## src/rtl/evt_cnt_pkg.sv

```systemverilog
package evt_cnt_pkg;
  localparam int GRP_LSB  = 24;
  localparam int GRP_W    = 4;
  localparam int EVT_LSB  = 16;
  localparam int EVT_W    = 8;
  localparam int LANE_LSB = 8;
  localparam int LANE_W   = 4;
  localparam int STAT_BIT = 7;
  localparam int CMD_LSB  = 2;
  localparam int CMD_W    = 3;

  localparam logic [CMD_W-1:0] CMD_START = 3'd3;
  localparam logic [CMD_W-1:0] CMD_STOP  = 3'd1;

  localparam int G0_N = 11;
  localparam int G1_N = 14;
  localparam int G2_N = 8;
  localparam int G3_N = 6;
  localparam int G4_N = 2;

  localparam logic [7:0] CTRL_OFS = 8'h08;
  localparam logic [7:0] DATA_OFS = 8'h0C;
endpackage

```

## src/rtl/evt_cnt_ctrl.sv

```systemverilog
module evt_cnt_ctrl
  import evt_cnt_pkg::*;
#(
  parameter int ADDR_W = 8
) (
  input  logic              clk,
  input  logic              rst_n,
  input  logic              wr,
  input  logic [ADDR_W-1:0] addr,
  input  logic [31:0]       wdata,
  output logic [GRP_W-1:0]  grp,
  output logic [EVT_W-1:0]  evt,
  output logic [LANE_W-1:0] lane,
  output logic              en,
  output logic              clr
);
  logic             wr_ctl;
  logic [CMD_W-1:0] cmd;
  logic             cmd_start;
  logic             cmd_stop;

  assign wr_ctl    = wr && (addr == ADDR_W'(CTRL_OFS));
  assign cmd       = wdata[CMD_LSB +: CMD_W];
  assign cmd_start = wr_ctl && (cmd == CMD_START);
  assign cmd_stop  = wr_ctl && (cmd == CMD_STOP);
  assign clr       = cmd_start && !en;

  wire unused_wbits = ^{wdata[31:28], wdata[15:12], wdata[7:5], wdata[1:0]};

  always_ff @(posedge clk or negedge rst_n) begin
    if (!rst_n) begin
      grp  <= '0;
      evt  <= '0;
      lane <= '0;
      en   <= 1'b0;
    end else if (wr_ctl) begin
      grp  <= wdata[GRP_LSB +: GRP_W];
      evt  <= wdata[EVT_LSB +: EVT_W];
      lane <= wdata[LANE_LSB +: LANE_W];
      if (cmd_start)     en <= 1'b1;
      else if (cmd_stop) en <= 1'b0;
    end
  end

  // start and stop codes set the running state on the next edge
  p_cmd_start_r4: assert property (@(posedge clk) disable iff (!rst_n)
    cmd_start |=> en);
  p_cmd_stop_r4: assert property (@(posedge clk) disable iff (!rst_n)
    cmd_stop |=> !en);
  // writes elsewhere never change the running state
  p_state_hold_r4: assert property (@(posedge clk) disable iff (!rst_n)
    (!cmd_start && !cmd_stop) |=> $stable(en));
  // the lane field loads from the written data
  p_lane_load_r3: assert property (@(posedge clk) disable iff (!rst_n)
    wr_ctl |=> (lane == $past(wdata[LANE_LSB +: LANE_W])));
endmodule

```

## src/rtl/evt_cnt_sel.sv

```systemverilog
module evt_cnt_sel
  import evt_cnt_pkg::*;
#(
  parameter int NUM_LANES = 4
) (
  input  logic [GRP_W-1:0]          grp,
  input  logic [EVT_W-1:0]          evt,
  input  logic [LANE_W-1:0]         lane,
  input  logic [NUM_LANES*G0_N-1:0] g0,
  input  logic [G1_N-1:0]           g1,
  input  logic [G2_N-1:0]           g2,
  input  logic [G3_N-1:0]           g3,
  input  logic [NUM_LANES*G4_N-1:0] g4,
  output logic                      hit
);
  localparam int LIDX_W = (NUM_LANES > 1) ? $clog2(NUM_LANES) : 1;

  logic [G0_N-1:0] g0_l [NUM_LANES];
  logic [G4_N-1:0] g4_l [NUM_LANES];

  for (genvar l = 0; l < NUM_LANES; l++) begin : g_lane
    assign g0_l[l] = g0[l*G0_N +: G0_N];
    assign g4_l[l] = g4[l*G4_N +: G4_N];
  end

  logic              lane_ok;
  logic [LIDX_W-1:0] lidx;

  assign lane_ok = (32'(lane) < NUM_LANES);
  assign lidx    = LIDX_W'(lane);

  always_comb begin
    hit = 1'b0;
    case (grp)
      4'd0: if (lane_ok && (evt < 8'(G0_N))) hit = g0_l[lidx][evt[3:0]];
      4'd1: if ((evt >= 8'd5 && evt <= 8'd10) || evt == 8'd12 || evt == 8'd13)
              hit = g1[evt[3:0]];
      4'd2: if (evt < 8'(G2_N)) hit = g2[evt[2:0]];
      4'd3: if (evt < 8'(G3_N)) hit = g3[evt[2:0]];
      4'd4: if (lane_ok && (evt < 8'(G4_N))) hit = g4_l[lidx][evt[0]];
      default: hit = 1'b0;
    endcase
  end
endmodule

```

## src/rtl/evt_cnt_core.sv

```systemverilog
module evt_cnt_core #(
  parameter int CNT_W = 32
) (
  input  logic             clk,
  input  logic             rst_n,
  input  logic             en,
  input  logic             clr,
  input  logic             hit,
  output logic [CNT_W-1:0] cnt
);
  localparam logic [CNT_W-1:0] CNT_MAX = '1;

  always_ff @(posedge clk or negedge rst_n) begin
    if (!rst_n)                                cnt <= '0;
    else if (clr)                              cnt <= '0;
    else if (en && hit && (cnt != CNT_MAX))    cnt <= cnt + 1'b1;
  end

  // a restart leaves zero behind
  p_restart_zero_r5: assert property (@(posedge clk) disable iff (!rst_n)
    clr |=> (cnt == '0));
  // stopped counter holds
  p_frozen_off_r6: assert property (@(posedge clk) disable iff (!rst_n)
    (!en && !clr) |=> $stable(cnt));
  // at most one step per edge
  p_single_step_r6: assert property (@(posedge clk) disable iff (!rst_n)
    (en && !clr) |=> ($stable(cnt) || (cnt == $past(cnt) + 1'b1)));
  // the top value sticks
  p_no_overflow_r9: assert property (@(posedge clk) disable iff (!rst_n)
    ((cnt == CNT_MAX) && !clr) |=> (cnt == CNT_MAX));
endmodule

```

## src/rtl/evt_stat_counter.sv

```systemverilog
module evt_stat_counter
  import evt_cnt_pkg::*;
#(
  parameter int ADDR_W    = 8,
  parameter int NUM_LANES = 4,
  parameter int CNT_W     = 32
) (
  input  logic                      clk,
  input  logic                      rst_n,
  input  logic                      reg_wr,
  input  logic [ADDR_W-1:0]         reg_addr,
  input  logic [31:0]               reg_wdata,
  output logic [31:0]               reg_rdata,
  input  logic [NUM_LANES*G0_N-1:0] lane_evt_g0,
  input  logic [G1_N-1:0]           evt_g1,
  input  logic [G2_N-1:0]           evt_g2,
  input  logic [G3_N-1:0]           evt_g3,
  input  logic [NUM_LANES*G4_N-1:0] lane_evt_g4
);
  logic [GRP_W-1:0]  grp;
  logic [EVT_W-1:0]  evt;
  logic [LANE_W-1:0] lane;
  logic              en;
  logic              clr;
  logic              hit;
  logic [CNT_W-1:0]  cnt;

  evt_cnt_ctrl #(.ADDR_W(ADDR_W)) u_ctrl (
    .clk(clk), .rst_n(rst_n), .wr(reg_wr), .addr(reg_addr), .wdata(reg_wdata),
    .grp(grp), .evt(evt), .lane(lane), .en(en), .clr(clr)
  );

  evt_cnt_sel #(.NUM_LANES(NUM_LANES)) u_sel (
    .grp(grp), .evt(evt), .lane(lane),
    .g0(lane_evt_g0), .g1(evt_g1), .g2(evt_g2), .g3(evt_g3), .g4(lane_evt_g4),
    .hit(hit)
  );

  evt_cnt_core #(.CNT_W(CNT_W)) u_core (
    .clk(clk), .rst_n(rst_n), .en(en), .clr(clr), .hit(hit), .cnt(cnt)
  );

  always_comb begin
    reg_rdata = '0;
    if (reg_addr == ADDR_W'(CTRL_OFS)) begin
      reg_rdata[GRP_LSB +: GRP_W]   = grp;
      reg_rdata[EVT_LSB +: EVT_W]   = evt;
      reg_rdata[LANE_LSB +: LANE_W] = lane;
      reg_rdata[STAT_BIT]           = en;
    end else if (reg_addr == ADDR_W'(DATA_OFS)) begin
      reg_rdata = 32'(cnt);
    end
  end

  // an undefined group never produces a count pulse
  p_bad_group_r8: assert property (@(posedge clk) disable iff (!rst_n)
    (grp > 4'd4) |-> !hit);
  // an out-of-range lane silences per-lane groups
  p_bad_lane_r8: assert property (@(posedge clk) disable iff (!rst_n)
    (((grp == 4'd0) || (grp == 4'd4)) && (32'(lane) >= NUM_LANES)) |-> !hit);
endmodule

```

## config.mk

```make
export PLATFORM = sky130hd
export DESIGN_NAME = evt_stat_counter
export DESIGN_NICKNAME = d
export VERILOG_FILES = /design/src/rtl/evt_cnt_pkg.sv /design/src/rtl/evt_cnt_ctrl.sv /design/src/rtl/evt_cnt_sel.sv /design/src/rtl/evt_cnt_core.sv /design/src/rtl/evt_stat_counter.sv
export SDC_FILE = /design/constraint.sdc
export NUM_CORES = 1
export LEC_CHECK = 0
export BUFFER_PORTS_ARGS = -buffer_cell sky130_fd_sc_hd__buf_4
export CORE_UTILIZATION = 50
export CTS_CLUSTER_DIAMETER = 150
export CTS_CLUSTER_SIZE = 20
export DETAILED_ROUTE_END_ITERATION = 10
export GPL_TIMING_DRIVEN = 1
export PLACE_DENSITY = 0.83
export SLEW_MARGIN = 10
export SYNTH_ARGS = -nofsm -noshare
export SYNTH_HDL_FRONTEND = slang
export SYNTH_SLANG_ARGS = --single-unit
```

## constraint.sdc

```tcl
create_clock -name clk -period 3.5 [get_ports clk]
set_input_delay 0 -clock clk [delete_from_list [all_inputs] [get_ports clk]]
set_output_delay 0 -clock clk [all_outputs]
set_load 0.05 [all_outputs]
```

==> results.md, run 1 <==
- Outcome: finished, final reports clean
- Die area: 0.00819 mm^2
- Logic pwr share: 22.3%
- Slew Viols, Final: 0
- Max-cap violations: 0
- YS warnings: 0
- Initial core utilization: 52.9%
- Largest net degree at the start of global routing: 50
- Tot Pwr: 0.00129 W
- Gate Count Post-Synth: 447
- Peak Freq: 314 MHz
- DRC violations left: 0
- Vias: 4,096
- Worst Clk Skew: 0.00689 ns
- Routability cong.: 0.830
- Port-buffer cells: 136
- Mean Syn Cell Area: 8.76 um^2
- Clock network fraction of total power: 31.1%
- Max Root-Sink Buffers: 2
- Final hold vios: 0
- Data arrival time of the worst path: 3.43 ns
- FF-to-FF path depth: 8
- Power density over the cells: 247 mW/mm^2
- Crit path max fanout: 27
- VDD IR max: 0.000177 V
- Worst Hold Class: in -> reg
- Slowest stage delay, CP: 0.91 ns
- Yosys reg bits: 49
- Area Growth Syn to Fin: 33.9%
- First-pass GRT wire length: 19,200 um
- Share of layout cells above drive strength 1: 33.5%
- Min Hold Slack: 0.0695 ns
- Slowest cell on the critical path: a32o_1
- Final setup TNS: 0 ns
- Worst setup SP type: flop
- Drt total wl: 12,000 um
- Final period util: 91.0%
- # nets final: 703
- Stages on worst setup path: 8
- Ys flop type: dfrtp_1
- Slew margin rel.: 25.7%
- CTS Root Cell: clkbuf_8
- Later-pin clock latency in the skew report: 0.30 ns
- Via density: 6.04
- Crit end category: flop
- Initial antenna violation count: 0
- Worst-Margin Slew: 1.12 ns
- Crit Path Class: reg -> reg
- Library cells used by synthesis: 50
- Final setup viols: 0
- M1 WL: 4770 um
- Synth Cell Area: 0.00392 mm^2
- Fin crit period: 3.19 ns
- Syn nets: 571
- CTS tree: yes
- Crit path max-delay family: compound AO/OA/AOI/OAI gates
- Hold depth: 3
- Async SR Flop Fraction: 100%
- Avg WL per Cell: 17.7 um
- I/O pins: 155
- GRT Util Overall: 29.2%
- Rows: 31
- Critical Path Most Common Cell: nand2_1
- Register area share after synthesis: 31.3%
- Grt ovf: 0
- CTS Sinks: 49
- Reg power frac: 46.6%
- Die span in x: 90.5 um
- CP cell instances: buf_4 -> mux2_2 -> mux2i_1 -> a2bb2oi_1 -> o221a_2 -> a32o_1 -> nand2_1 -> nand2_1
- Internal power: 0.000951 W
- Clock buffer count from CTS: 5
- Chip Height: 90.5 um
- Vias in the first global route: 4,044
- Clock transition at path regs: 0.09 ns
- Diode count: 0
- RSZ-0062 raised after global routing: no
- Uppermost routed layer: met4
- Initial DRC count: 284
- Met2 wire length: 5960 um
- Switch share: 26.6%
- # resized after CTS: 0
- Core Box Area: 0.00741 mm^2
- Leakage: 2.53 nW
- CP Buf/Inv Count: 1
- Post-route ant nets: 0
- EDFF count, synth: 0
- 1st-pass router iterations: 5
- HPWL Detailed: 8620 um
- H-Tree Depth: 2
- Required time worst endpoint: 3.75 ns
- DR WL met3: 898 um
- NetSw: 0.000344 W
[cell usage in the layout, fill, tap and decap left out, drive strengths merged, types with 3 or more instances in the layout]
cell         Yosys  final
nand2           78     78
o211ai          26     26
nand3           14     14
o21a            12     12
nand4           16     16
and3            23     23
nor3            18     18
and2            12     12
buf             12    145
or4              4      4
nand2b           5      5
nand3b           3      3
o21ai            3      3
dfrtp           49     49
clkbuf          26      5
nor3b            4      4
mux4            14     14
nor2b            6      6
nor2            33     33
nor4             5      5
dlygate4sd3      0     18
mux2i           33     33
inv              4      4
mux2            21     21
[final timing paths]
kind                                     start              to  slack [ns]
worst max-delay path             u_ctrl.evt[0]  u_core.cnt[20]        0.31
worst min-delay path              reg_wdata[4]       u_ctrl.en        0.07
worst max register to register   u_ctrl.evt[0]  u_core.cnt[20]        0.31
worst min register to register  u_core.cnt[26]  u_core.cnt[26]        0.56
max in group asynchronous                rst_n  u_core.cnt[29]        2.82
min in group asynchronous                rst_n  u_ctrl.lane[1]        0.26
[cell families after synthesis]
family                     share of synthesized area, %
xor gates and xnor gates                          0.224
muxes                                              22.5
and+or+nand+nor                                    30.5
DFF                                                31.3
AOI/OAI and AO/OA                                  10.3
adders and majority gates                         0.319
buffers and inverters                              4.82
[layer usage]
metal / vias up / track usage [%]
li1: 1899 / -
met1: 1950 / 35.9
met2: 210 / 51.5
met3: 37 / 4.80
met4: 0 / 10.5
met5: - / 0
[flip-flops by register name (all words and copies together) (netlist names)]
register     cells
u_ctrl.evt       8
u_core.cnt      32
u_ctrl.en        1
u_ctrl.grp       4
u_ctrl.lane      4
[worst reg2reg max path, cell delays in order (launching register included)]
cell and delay [ns]:
dfrtp_1 0.61, buf_4 0.33, mux2_2 0.36, mux2i_1 0.18
a2bb2oi_1 0.24, o221a_2 0.24, a32o_1 0.91, nand2_1 0.15
nand2_1 0.10
[layout make-up]
type                       instances  area (um^2)
multi-input combinational        356         2510
fill                             533         2160
timing repair buffer             163         1270
sequential                        49         1230
tap                               99          124
clock buffer                       5         68.8
clock inverter                     2         35.0
inverter                           4         15.0
[stage by stage]
step / worst slack [ns] / instances / area (um^2) / util [%]
after global routing: 0.0696 / 678 / 5250 / 70.8
final: 0.315 / 678 / 5250 / 70.8
after detailed placement: 0.404 / 653 / 4960 / 67.0
after global placement: 0.468 / 653 / 4960 / 67.0
after CTS: 0.406 / 678 / 5250 / 70.8
after floorplan: 0.821 / 447 / 3920 / -
[what timing repair did]
item                                   in CTS  in global routing
hold buffers                               18                  0
buffers inserted                            0                  0
endpoints found under the hold margin      66                  0
[synthesized netlist by cell type, types with 2 or more instances]
library cell	n	area, um^2
nand2_1	78	293
dfrtp_1	49	1230
mux2i_1	33	330
nor2_1	33	124
clkbuf_1	26	97.6
o211ai_1	26	195
and3_1	23	144
mux2_2	21	236
nor3_1	18	90.1
nand4_1	15	93.8
mux4_2	14	315
nand3_1	14	70.1
o21a_1	12	90.1
and2_1	11	68.8
buf_2	7	35.0
nor2b_1	6	37.5
nand2b_1	5	31.3
inv_1	4	15.0
nor3b_1	4	30.0
nor4_1	4	25.0
buf_6	3	33.8
nand3b_1	3	22.5
o21ai_0	3	15.0
or4_1	3	22.5
a21boi_0	2	15.0
and4_1	2	17.5
buf_1	2	7.51
nor4b_1	2	17.5
nor4bb_1	2	20.0
or2_2	2	12.5
[power by group through the flow]
stage	Combinational, W	Clock [W]	Sequential (W)
global route	0.000305	0.000422	0.000606
global placement	0.000260	0	0.000613
detailed placement	0.000266	0	0.000614
finish	0.000289	0.000402	0.000603
floorplan	0.000140	0	0.000598
CTS	0.000282	0.000400	0.000603
Note: power is estimated with default switching activity, not from simulation.
==> run 2, diff against run 1 <==
- CORE_UTILIZATION: 50 -> 40
- PLACE_DENSITY: 0.83 -> 0.69
==> run 2 against run 1 <==
Compared with the run above:
- total power is 4.2% lower
- register-to-register slack better by 0.03 ns
- non-clock buffer count is 1 higher
- clock skew is 0.0026 ns lower
- cell count is 4.6% higher
- die area is 24% higher
- sequential share of layout area is 0.12 points lower
- flip-flop and latch count stayed put
- first-iteration DRC count is 31% lower
- critical path type unchanged
- largest cell class unchanged
- largest power group unchanged
==> results.md, run 2 (synthesis results as in run 1) <==
- Outcome: finished, final reports clean
- Leakage: 2.53 nW (-0.22%)
- I/O pins: 155 (unchanged)
- Final hold vios: 0 (unchanged)
- CP cell instances: ha_1 -> nand4_1 -> nor4_1 -> nand4_1 -> o31ai_1 -> a32o_1 -> nand2_1 -> nand2_1
- Reg with most FFs: u_core.cnt
- Drt total wl: 11,500 um (-4.0%)
- Initial core utilization: 41.8% (-11 points)
- Data arrival time of the worst path: 3.39 ns (-0.04 ns)
- Post-route cell area: 0.00527 mm^2 (+0.52%)
- Later-pin clock latency in the skew report: 0.30 ns (about the same)
- Worst-Margin Slew: 1.08 ns (-0.0389 ns)
- Power density over the cells: 235 mW/mm^2 (-4.7%)
- Most common cell after layout, fill and taps aside: buf_4
- Routability cong.: 0.802 (-3.4%)
- Rows: 35 (+13%)
- CTS tree: yes
- Slowest cell on the critical path: a32o_1
- Peak Freq: 317 MHz (+1.1%)
- Worst setup SP type: flop
- Max Root-Sink Buffers: 2 (unchanged)
- Final setup viols: 0 (unchanged)
- RSZ-0062 raised after global routing: no
- CTS Root Cell: clkbuf_8
- Diode count: 0 (unchanged)
- Max-cap violations: 0 (unchanged)
- H-Tree Depth: 2 (unchanged)
- Chip Height: 101 um (+12%)
- Vias in the first global route: 3,865 (-4.4%)
- Slew Viols, Final: 0 (unchanged)
- Crit end category: flop
- Largest net degree at the start of global routing: 50 (unchanged)
- Clock transition at path regs: 0.09 ns (about the same)
- Area Growth Syn to Fin: 34.6%
- Slowest stage delay, CP: 0.92 ns (about the same)
- Required time worst endpoint: 3.74 ns (about the same)
- Core Box Area: 0.00937 mm^2 (+26%)
- Largest register FFs: 32 (unchanged)
- Worst Hold Class: in -> reg
- Final setup TNS: 0 ns (unchanged)
- Initial DRC count: 195 (-31%)
- Dpl cells: 684 (+4.7%)
- VDD IR max: 0.000129 V (-27%)
- Vias: 3,900 (-4.8%)
- Fin crit period: 3.15 ns (-0.0344 ns)
- DRC violations left: 0 (unchanged)
- Final period util: 90.0% (-0.98 points)
- Slew margin rel.: 28.3% (+2.6 points)
- Post-CTS Setup Bufs: 0 (unchanged)
- GRT Util Overall: 23.9% (-5.4 points)
- Leading cell types in the layout, fill and taps excluded: buf_4, nand2_1, dfrtp_1
- Share of layout cells above drive strength 1: 33.4% (-0.058 points)
- HPWL Detailed: 8480 um (-1.6%)
- Crit Path Class: reg -> reg
- Crit path max fanout: 27 (unchanged)
- Fill count: 876 (+64%)
- Non-filler cells, final: 709 (+4.6%)
- # nets final: 704 (+0.14%)
- Clock buffer count from CTS: 5 (unchanged)
- Avg WL per Cell: 16.2 um (-8.2%)
- Die span in x: 101 um (+12%)
- Regs by FF count: u_core.cnt x32, u_ctrl.evt x8
- Initial antenna violation count: 0 (unchanged)
- Port-buffer cells: 136 (unchanged)
- Grt ovf: 0 (unchanged)
- Die area: 0.0102 mm^2 (+24%)
- Post-DP Area: 0.00501 mm^2 (+0.91%)
- Worst Clk Skew: 0.00429 ns (-0.00260 ns)
- CTS Sinks: 49 (unchanged)
- Post-route ant nets: 0 (unchanged)
- Via density: 5.50 (-8.9%)
- First-pass GRT wire length: 19,000 um (-1.1%)
- 1st-pass router iterations: 5 (unchanged)
[run 2: cell types whose count changed in the layout (fill, tap and decap cells not counted), sizes merged]
cell and change:
clkbuf +2, buf +1, bufinv -1, clkinv -1
[run 2: per-stage QoR]
step / power [W] / setup slack [ns] / util [%] / hold slack, ns
2_1_floorplan: 0.000738 / 0.821 / - / -0.296
3_3_place_gp: 0.000877 / 0.391 / 53.4 / 0.0718
3_5_place_dp: 0.000881 / 0.342 / 53.4 / 0.0709
4_1_cts: 0.00125 / 0.316 / 56.3 / 0.0637
5_1_grt: 0.00130 / 0.0366 / 56.3 / 0.0657
6_report: 0.00124 / 0.349 / 56.3 / 0.0741
[run 2: final timing paths]
check                                    start              to  slack, ns  cells past startpoint
worst max-delay path             u_core.cnt[0]   u_core.cnt[8]       0.35                      8
max in group asynchronous                rst_n   u_core.cnt[9]       2.79                      2
min in group asynchronous                rst_n   u_core.cnt[4]       0.26                      2
worst min-delay path              reg_wdata[4]       u_ctrl.en       0.07                      3
worst min register to register  u_ctrl.lane[3]  u_ctrl.lane[3]       0.54                      1
worst max register to register   u_core.cnt[0]   u_core.cnt[8]       0.35                      8
[run 2: cell type report]
cell class	instances	area, um^2	share of cell area (%)
multi-input cells	356	2510	47.6
repair buffers	164	1280	24.2
flip-flops and latches	49	1230	23.3
well taps	129	161	3.06
clock buffers	7	86.3	1.64
inverters	4	15.0	0.285
[run 2: report_power, final]
group | switching (W) | internal (W)
registers | 0.0000282 | 0.000577
clock network | 0.000197 | 0.000158
logic | 0.000117 | 0.000165
[run 2: worst max-delay path, delay by kind of cell, from the launching register on]
| family | cells | cell delay [ns] |
|---|---|---|
| and+or+nand+nor | 5 | 1.06 |
| AOI/OAI and AO/OA | 2 | 1.33 |
| adders and majority gates | 1 | 0.25 |
| DFF | 1 | 0.45 |
[run 2: metal layers]
layer	wire [um]	vias up	track usage, %
li1	-	1900	-
met1	5100	1840	31.4
met2	5690	150	41.6
met3	579	10	3.40
met4	133	0	5.46
met5	0	-	0
[run 2: what timing repair did]
action / CTS / global route
resized for setup: 0 / 0
hold endpoints to repair: 66 / 0
hold buffers: 18 / 0
